### config.mk
export PLATFORM = sky130hd
export DESIGN_NAME = hb_deadtime_gen
export DESIGN_NICKNAME = d
export VERILOG_FILES = /design/src/rtl/hbdt_pkg.sv /design/src/rtl/hbdt_gap_timer.sv /design/src/rtl/hbdt_gate_path.sv /design/src/rtl/hb_deadtime_gen.sv
export SDC_FILE = /design/constraint.sdc
export NUM_CORES = 1
export LEC_CHECK = 0
export ABC_AREA = 1
export BUFFER_PORTS_ARGS = -buffer_cell sky130_fd_sc_hd__buf_2
export CAP_MARGIN = 20
export CELL_PAD_IN_SITES_DETAIL_PLACEMENT = 1
export CELL_PAD_IN_SITES_GLOBAL_PLACEMENT = 1
export CORE_ASPECT_RATIO = 1.1
export CORE_MARGIN = 2
export CORE_UTILIZATION = 44
export CTS_CLUSTER_DIAMETER = 120
export DETAILED_ROUTE_END_ITERATION = 8
export PLACE_DENSITY = 0.86
export SYNTH_ARGS = -nofsm -noshare
export SYNTH_HDL_FRONTEND = slang
export SYNTH_SLANG_ARGS = --single-unit
### constraint.sdc
create_clock -name clk -period 2.15 [get_ports clk]
set_clock_uncertainty 0.1 [all_clocks]
set_input_delay 0.43 -clock clk [delete_from_list [all_inputs] [get_ports clk]]
set_output_delay 0.43 -clock clk [all_outputs]
set_load 0.03 [all_outputs]
### src/rtl/hbdt_pkg.sv
package hbdt_pkg;

    typedef enum logic [0:0] {
        CH_TOP = 1'b0,
        CH_BOT = 1'b1
    } hb_chan_e;

    typedef struct packed {
        logic top;
        logic bot;
    } hb_pair_t;

    // Round a duration in ns up to whole clock cycles, never below one.
    function automatic int unsigned ns_to_cycles(longint unsigned clk_hz,
                                                 longint unsigned dur_ns);
        longint unsigned prod;
        longint unsigned cyc;
        prod = clk_hz * dur_ns;
        cyc  = (prod + 64'd999_999_999) / 64'd1_000_000_000;
        if (cyc < 64'd1) cyc = 64'd1;
        return int'(cyc);
    endfunction

endpackage

### src/rtl/hbdt_gap_timer.sv
module hbdt_gap_timer #(
    parameter int unsigned DEAD_CYC = 200,
    localparam int unsigned CNT_W = $clog2(DEAD_CYC + 1)
) (
    input  logic clk,
    input  logic rst,
    input  logic opp_gate,
    output logic expired
);
    localparam logic [CNT_W-1:0] LIMIT = CNT_W'(DEAD_CYC);

    logic [CNT_W-1:0] off_cnt;

    always_ff @(posedge clk) begin
        if (rst) begin
            off_cnt <= LIMIT;
        end else if (opp_gate) begin
            off_cnt <= '0;
        end else if (off_cnt != LIMIT) begin
            off_cnt <= off_cnt + CNT_W'(1);
        end
    end

    assign expired = (off_cnt == LIMIT);

    // counter leaves reset in the expired state
    assert_reset_expired_R1: assert property (@(posedge clk)
        $fell(rst) |-> expired);

    // the gap can only be over if the opposite gate was off last cycle
    assert_expired_after_off_R5: assert property (@(posedge clk) disable iff (rst)
        (expired && !$past(rst)) |-> $past(!opp_gate));

endmodule

### src/rtl/hbdt_gate_path.sv
module hbdt_gate_path (
    input  logic rst,
    input  logic bypass,
    input  logic cmd_self,
    input  logic cmd_opp,
    input  logic opp_expired,
    output logic gate
);
    logic allow_on;

    always_comb begin
        allow_on = bypass | (~cmd_opp & opp_expired);
        gate     = ~rst & cmd_self & allow_on;
    end

endmodule

### src/rtl/hb_deadtime_gen.sv
module hb_deadtime_gen #(
    parameter longint unsigned CLK_FREQ_HZ = 100_000_000,
    parameter longint unsigned DEAD_NS     = 2000
) (
    input  logic clk,
    input  logic rst,
    input  logic cfg_bypass,
    input  logic cmd_top,
    input  logic cmd_bot,
    output logic gate_top,
    output logic gate_bot
);
    import hbdt_pkg::*;

    localparam int unsigned DEAD_CYC = ns_to_cycles(CLK_FREQ_HZ, DEAD_NS);

    hb_pair_t cmd;
    hb_pair_t gate;
    hb_pair_t opp_ok;

    assign cmd.top = cmd_top;
    assign cmd.bot = cmd_bot;

    logic [1:0] cmd_v;
    logic [1:0] gate_v;
    logic [1:0] ok_v;

    assign cmd_v[CH_TOP] = cmd.top;
    assign cmd_v[CH_BOT] = cmd.bot;

    for (genvar ch = 0; ch < 2; ch++) begin : g_chan
        // Timer for channel ch watches the opposite channel's gate.
        hbdt_gap_timer #(.DEAD_CYC(DEAD_CYC)) timer_i (
            .clk      (clk),
            .rst      (rst),
            .opp_gate (gate_v[1-ch]),
            .expired  (ok_v[ch])
        );

        hbdt_gate_path path_i (
            .rst         (rst),
            .bypass      (cfg_bypass),
            .cmd_self    (cmd_v[ch]),
            .cmd_opp     (cmd_v[1-ch]),
            .opp_expired (ok_v[ch]),
            .gate        (gate_v[ch])
        );
    end

    assign gate.top   = gate_v[CH_TOP];
    assign gate.bot   = gate_v[CH_BOT];
    assign opp_ok.top = ok_v[CH_TOP];
    assign opp_ok.bot = ok_v[CH_BOT];

    assign gate_top = gate.top;
    assign gate_bot = gate.bot;

    // never both on while interlock is active
    assert_no_overlap_R2: assert property (@(posedge clk) disable iff (rst)
        !cfg_bypass |-> !(gate_top && gate_bot));

    // simultaneous commands keep both switches off
    assert_both_cmd_off_R3: assert property (@(posedge clk) disable iff (rst)
        (!cfg_bypass && cmd_top && cmd_bot) |-> (!gate_top && !gate_bot));

    // turn-off is not delayed
    assert_off_passes_R4: assert property (@(posedge clk) disable iff (rst)
        (!cmd_top |-> !gate_top) and (!cmd_bot |-> !gate_bot));

    // a rising gate needs the partner gate to have been off
    assert_on_after_gap_R5: assert property (@(posedge clk) disable iff (rst)
        (!cfg_bypass && $rose(gate_top)) |-> (opp_ok.top && $past(!gate_bot)));

    // bypass mirrors the commands
    assert_bypass_mirror_R9: assert property (@(posedge clk) disable iff (rst)
        cfg_bypass |-> (gate_top == cmd_top && gate_bot == cmd_bot));

endmodule

---- Word-level counts from Yosys, hierarchy flattened ----
Index checks and enable logic that the tools add are counted.
cells by class
  order comparisons ....................... 0
  shifts and indexed selects .............. 0
  bitwise operators ....................... 11
  mux-type cells .......................... 4
  reductions and logical operators ........ 4
  eq/ne operators ......................... 4
  divide/modulo/power cells ............... 0
  $mul .................................... 0
  add/subtract/negate cells ............... 2
operator list
  operator               count
  $mux W8                4
  $add A8 B1 Y8 const B  2
  $eq A8 B8 Y1 const B   2
  $ne A8 B8 Y1 const B   2
  $and A1 B1 Y1          6
  $reduce_bool A2 Y1     2
  $reduce_or A2 Y1       2
  $not A1 Y1             3
  $or A1 B1 Y1           2
storage, ports and cells
  input port bits ......................... 5
  bits in writable memories ............... 0
  memories ................................ 0
  word-level logic and storage cells ...... 29
  bits in read-only memories .............. 0
  output and inout bits ................... 2
  bits in latches ......................... 0
  register bits after elaboration ......... 16

---- Longest topological paths before layout ----
Gate-level depths: netlist of run 1.
  word-level depth ........................ 5
  depth in mapped cells ................... 10
  gate-level depth less buffers ........... 10

---- Hierarchy ----
From an unflattened synthesis of run 1, not the netlist that was laid out.
second synthesis, totals
  cells, all modules ...................... 138
  area, all modules ....................... 905.9 um2
by module, submodules not included
  module          seq. area each (um2)  area an instance (um2)  cells an instance  times used
  hbdt_gap_timer  160.2                 425.4                   63                 2
  hbdt_gate_path  0.0                   27.5                    6                  2

---- Worst setup path after synthesis of run 1 ----
OpenSTA, ideal clock, no wires.
  path kind ............................... register to output
  start point ............................. register g_chan[0].timer_i.off_cnt[0]
  end point ............................... output port gate_top
  data required time ...................... 1.620 ns
  slack ................................... 0.494 ns
  data arrival time ....................... 1.126 ns
  stages on the path, launching flop included .. 9
  cells stage by stage .................... dfxtp_1 > inv_1 > ha_1 > nand2_1 > nor2_2 > nand3_1 > nand2_1 > nand2_2 > inv_1
between the ends
  longest elaborated chain between the ends .. 4
ends and longest elaborated chain
  item                    RTL line               text
  start, declared         hbdt_gap_timer.sv:12   logic [CNT_W-1:0] off_cnt;
  start signal, assigned  hbdt_gap_timer.sv:20   off_cnt <= off_cnt + CNT_W'(1);
  $eq A8 B8 Y1            hbdt_gap_timer.sv:24   assign expired = (off_cnt == LIMIT);
  $and A1 B1 Y1           hbdt_gate_path.sv:12   allow_on = bypass | (~cmd_opp & opp_expired);
  $or A1 B1 Y1            hbdt_gate_path.sv:12
  $and A1 B1 Y1           hbdt_gate_path.sv:13   gate = ~rst & cmd_self & allow_on;
  end, declared           hb_deadtime_gen.sv:10  output logic gate_top,
Every way passes these cells.

---- Final worst setup path of run 1 ----
  start point ............................. register g_chan[1].timer_i.off_cnt[0]
  end point ............................... output port gate_bot
between the ends
  longest elaborated chain between the ends .. 4
ends and longest elaborated chain
  item                    RTL line               text
  start, declared         hbdt_gap_timer.sv:12
  start signal, assigned  hbdt_gap_timer.sv:20
  $eq A8 B8 Y1            hbdt_gap_timer.sv:24
  $and A1 B1 Y1           hbdt_gate_path.sv:12
  $or A1 B1 Y1            hbdt_gate_path.sv:12
  $and A1 B1 Y1           hbdt_gate_path.sv:13
  end, declared           hb_deadtime_gen.sv:11  output logic gate_bot
Every way passes these cells.

==> results of run 1 <==
what timing repair did:
item                       CTS  global route
hold buffers                 0             0
resized for setup            1             7
setup endpoints to repair    1             2
buffers inserted             0             1
pin swaps                    0             1
gates cloned                 0             0
area by class of cell:
type | instances | area [um^2] | area share [%]
multi-input combinational | 94 | 507 | 48.8
inverter | 28 | 105 | 10.1
sequential | 16 | 323 | 31.1
tap | 28 | 35.0 | 3.37
timing repair buffer | 7 | 46.3 | 4.46
clock buffer | 3 | 22.5 | 2.17
power breakdown:
part	internal, mW	total, mW	leakage [nW]	switching, mW
clock network	0.0654	0.161	0.0138	0.0953
registers	0.334	0.369	0.132	0.0356
logic	0.103	0.250	0.400	0.148
total	0.502	0.780	0.546	0.278
cell families (layout without fill, tap and decap cells):
logic type               Yosys count  in the layout
AND/OR/NAND/NOR                   75             75
buffers and inverters             28             38
XOR/XNOR                           6              6
adder cells (fa/ha/maj)            4              4
flip-flops                        16             16
AO/OA/AOI/OAI                      9              9
worst paths after layout:
kind                                                    from                           end  slack, ns  cells after the start
worst max-delay path            g_chan[1].timer_i.off_cnt[0]                      gate_bot       0.12                      9
worst min-delay path                                     rst  g_chan[1].timer_i.off_cnt[6]       0.35                      5
worst min register to register  g_chan[1].timer_i.off_cnt[7]  g_chan[1].timer_i.off_cnt[7]       0.46                      3
worst max register to register  g_chan[0].timer_i.off_cnt[1]  g_chan[0].timer_i.off_cnt[0]       0.76                      8
worst register-to-register path, stage by stage (launching register included):
cell and delay (ns):
dfxtp_1 0.37, inv_1 0.07, ha_1 0.19, nand2_1 0.08
nor2_2 0.04, buf_4 0.12, nand2_2 0.09, xor2_1 0.16
nor2_1 0.07
routing by layer:
metal	up-vias	share of wire, %	global-route usage, %
met1	373	41	18.1
met4	0	2.5	9.46
met3	5	2.0	4.14
met5	-	0	0
li1	430	-	-
met2	7	55	34.2
synthesized netlist by cell type:
library cell	instances
nand2_1	34
inv_1	25
nor2_1	19
dfxtp_1	16
nand3_1	7
nand2_2	6
xor2_1	5
ha_1	4
o21ai_0	4
a21oi_1	3
inv_2	3
nand2_4	2
nand3_2	2
nor2_2	2
nor2_4	2
o21ai_1	1
o21ai_2	1
or2_2	1
xnor2_1	1
==> results.yml, run 1 <==
yosys:
  seq_area_frac_synth_pct: 34.4
  yosysUniqueCellTypes: 19
  ys_warn_count: 0
  synth_xor_area_share_pct: 5.64
  ys_top_cells_by_area: "dfxtp_1, nand2_1, inv_1"
  syn_area_per_cell_um2: 6.75
  synthMuxAreaShare_pct: 0
  syn-cell-area_um2: 932
  synth_top_family_by_area: "simple AND/OR/NAND/NOR gates"
  synth.largest_area_cell: "dfxtp_1"
  synth_fa_ha_area_share_pct: 5.37
  synth-simple-area-share_pct: 38.1
  syn_inst: 138
  synth-seq-cells: 16
  synth_top_area_share_pct: 34.4
  synth_compound_area_share_pct: 5.23
  synth.net_count: 147
floorplan:
  die_area_mm2: 0.00250
  die_y_um: 52.3
  num_rows: 17
  coreArea_mm2: 0.00200
  dieWidth_um: 47.9
  ios: 7
  start_util_pct: 46.6
clock_network:
  cts_tree: "done"
  clk_path_buf_depth: 2
  cts_made_buffers: 3
  cts_sinks: 16
  worstSkewPairLatency_ns: 0.30
  ctsHtreeMaxLevel: 1
  clkTransAtPathRegs_ns: 0.09
  cts-root-buf: "clkbuf_4"
placement:
  detailedPlace.worstSlack_ns: 0.313
  place_hpwl_um: 1550
  placed_area_um2: 997
  io_buffers: 6
  dp.cells: 172
  gp_congestion: 0.787
worst_setup_path:
  cpMostUsedCell: "inv_1"
  critPathBufInv: 4
  end_kind: "output pin"
  slowest_stage: "dfxtp_2"
  cp_max_fo: 4
  path_cells: "inv_1 -> ha_1 -> inv_1 -> nor2_4 -> nand3_1 -> nand2_2 -> nand2_4 -> inv_2 -> buf_4"
  critical_path.max_stage_delay_ns: 0.35
  worst_ep_required_time_ns: 1.62
  critPathLaunchType: "flip-flop"
  arrival_ns: 1.50
  worstSetupPathType: "flip-flop to output pin"
  path_delay_family: "simple AND/OR/NAND/NOR gates"
routing:
  drt_iter0_drc: 4
  routed_wl_um: 1860
  vias: 815
  route.detailed.drc: 0
  wire_per_inst_um: 10.6
  dr.pass1.iters: 3
  postRouteAntennaNets: 0
  vias_per_cell: 4.63
power:
  p_total_mw: 0.780
  power_density_mw_per_mm2: 751
  leakage_nw: 0.546
  ir_worst_vdd_mv: 0.440
sta:
  finalCritPeriodShare_pct: 94.3
  tns_ns: 0
  worstMarginPinSlew_ns: 0.299
  period_needed_ns: 2.03
  fmax_mhz: 493
  slew_headroom_pct: 80.0
  setup_viol: 0
  postLayoutSetupSlackWorst_ns: 0.123
  maxSlewViolCount: 0
  hold_viol_final: 0
  fin_hold_ws_ns: 0.350
layout:
  largest_reg_flops: 16
  antenna_cells: 0
  finalNetCount: 159
  max_flop_register: "g_chan.timer_i.off_cnt"
  top_regs: "g_chan.timer_i.off_cnt x16"
  stdcell_count: 176
  stdcell_area_mm2: 0.00104
  fill_cells: 285
  final_layout_size_suffix_gt1_share_pct: 22.3
  final_util_pct: 51.9
  mostFrequentLayoutCell: "nand2_1"
  mostFrequentLayoutCells: "nand2_1, inv_1, nor2_1, dfxtp_1, nand3_1"
  area_growth_pct: 11.4
status:
  status: "finished clean"
global_routing:
  grt_first_pass_wirelength_um: 3250
  antenna_found_initial: 0
  grt_usage_pct: 18.5
  grt_pass1_vias: 833
  overflow: 0
  grt_max_degree: 9
run:
  cap_viol_max_count: 0
hold_path:
  hp-class: "primary input to flip-flop"
(Power assumes the default switching activity.)
==> run 2, diff against run 1 <==
CAP_MARGIN = not set   (was 20)
CORE_ASPECT_RATIO = not set   (was 1.1)
==> run 2 against run 1 <==
Net effect: highest routed layer unchanged; cell count grew 0.57%; sequential cell count is the same; power grew 8.8%; critical path type unchanged; clock power grew 29%; sequential share of layout area shrank 0.53 points; maximum frequency is essentially flat; largest power group unchanged; core utilization grew 1.8 points.
==> results.yml, run 2 (synthesis gave the netlist of run 1 again) <==
sta:
  worstMarginPinSlew_ns: 0.301
  finalCritPeriodShare_pct: 94.4
  slew_headroom_pct: 79.9
  tns_ns: 0
  fmax_mhz: 493
  rsz0062_at_grt: "false"
  hold_viol_final: 0
  fin_hold_ws_ns: 0.366
  setup_viol: 0
  maxSlewViolCount: 0
  postLayoutSetupSlackWorst_ns: 0.121
  period_needed_ns: 2.03
layout:
  largest_reg_flops: 16
  final_util_pct: 53.7
  stdcell_area_mm2: 0.00106
  final_layout_size_suffix_gt1_share_pct: 25.3
  mostFrequentLayoutCell: "nand2_1"
  max_flop_register: "g_chan.timer_i.off_cnt"
  top_regs: "g_chan.timer_i.off_cnt x16"
  mostFrequentLayoutCells: "nand2_1, inv_1, nor2_1, dfxtp_1, nand3_1"
  finalNetCount: 160
  antenna_cells: 0
  area_growth_pct: 14.2
run:
  cap_viol_max_count: 0
worst_setup_path:
  critPathLaunchType: "flip-flop"
  worst_ep_required_time_ns: 1.62
  worstSetupPathType: "flip-flop to output pin"
  r2r_slack_ns: 0.72
  end_kind: "output pin"
  cp_max_fo: 4
  arrival_ns: 1.50
clock_network:
  ctsHtreeMaxLevel: 1
  clkTransAtPathRegs_ns: 0.10
  cts_tree: "done"
  cts-root-buf: "clkbuf_4"
  cts_hold_buffers: 0
  cts_made_buffers: 3
  worstSkewPairLatency_ns: 0.29
  clk_path_buf_depth: 2
  cts_sinks: 16
power:
  power_density_mw_per_mm2: 797
  ir_worst_vdd_mv: 0.428
  leakage_nw: 0.557
routing:
  route.detailed.drc: 0
  wire_per_inst_um: 11.8
  vias: 837
  routed_wl_um: 2080
  dr.pass1.iters: 4
  postRouteAntennaNets: 0
  vias_per_cell: 4.73
  drt_iter0_drc: 4
floorplan:
  die_area_mm2: 0.00250
  ios: 7
  coreArea_mm2: 0.00198
  dieWidth_um: 50.0
  num_rows: 16
  start_util_pct: 47.0
  die_y_um: 50.0
global_routing:
  grt_pass1_vias: 961
  antenna_found_initial: 0
  grt_usage_pct: 19.4
  grt_max_degree: 10
  overflow: 0
  grt_first_pass_wirelength_um: 3690
hold_path:
  hp-class: "primary input to flip-flop"
placement:
  detailedPlace.worstSlack_ns: 0.292
  gp_congestion: 0.737
  placed_area_um2: 996
  io_buffers: 6
  place_hpwl_um: 1670
status:
  status: "finished clean"
## run 2: cell count changes in the layout (fill, tap and decap cells not counted)
cell      before  now
dfxtp_2        2    4
buf_6          1    2
clkbuf_8       0    1
dfxtp_1       14   12
inv_2          5    6
inv_1         23   22
## run 2: cell type report
cell class,instances,area [um^2]
clock buffer,4,36.3
fill,270,917
inverter,28,105
sequential,16,325
timing repair buffer,8,57.6
tap,27,33.8
multi-input combinational,94,507
## run 2: critical path: stages, from the launching register on
cell and delay [ns]:
dfxtp_2 0.35, inv_1 0.08, ha_1 0.16, inv_1 0.06, nor2_4 0.11, nand3_1 0.10, nand2_2 0.09, nand2_4 0.07
inv_2 0.07, buf_6 0.12
## run 2: timing repair
item	4_1_cts	5_1_grt
gates resized for setup	2	10
buffers inserted	0	2
pin swaps	0	2
setup endpoints to repair	1	2
## run 2: metrics by stage
step	power, mW	instances
2_1_floorplan	0.557	138
3_3_place_gp	0.597	171
3_5_place_dp	0.617	171
4_1_cts	0.829	175
5_1_grt	0.915	177
6_report	0.849	177
## run 2: final timing paths
check,to,cells past startpoint,startpoint
max,gate_bot,9,g_chan[1].timer_i.off_cnt[0]
min,g_chan[1].timer_i.off_cnt[6],5,rst
max reg2reg,g_chan[0].timer_i.off_cnt[1],10,g_chan[0].timer_i.off_cnt[0]
min reg2reg,g_chan[1].timer_i.off_cnt[1],4,g_chan[1].timer_i.off_cnt[1]
## run 2: where the power goes
| part | switching [mW] | internal, mW | leakage, nW |
|---|---|---|---|
| clock | 0.104 | 0.103 | 0.0210 |
| combinational | 0.158 | 0.110 | 0.403 |
| sequential | 0.0367 | 0.336 | 0.133 |
| total | 0.299 | 0.549 | 0.557 |
## run 2: layer usage
layer	global-route usage, %	share of wire [%]	vias to the layer above
li1	-	-	430
met5	0	0	-
met1	17.7	37	395
met3	3.33	1.9	5
met2	39.0	59	7
met4	10.2	1.9	0
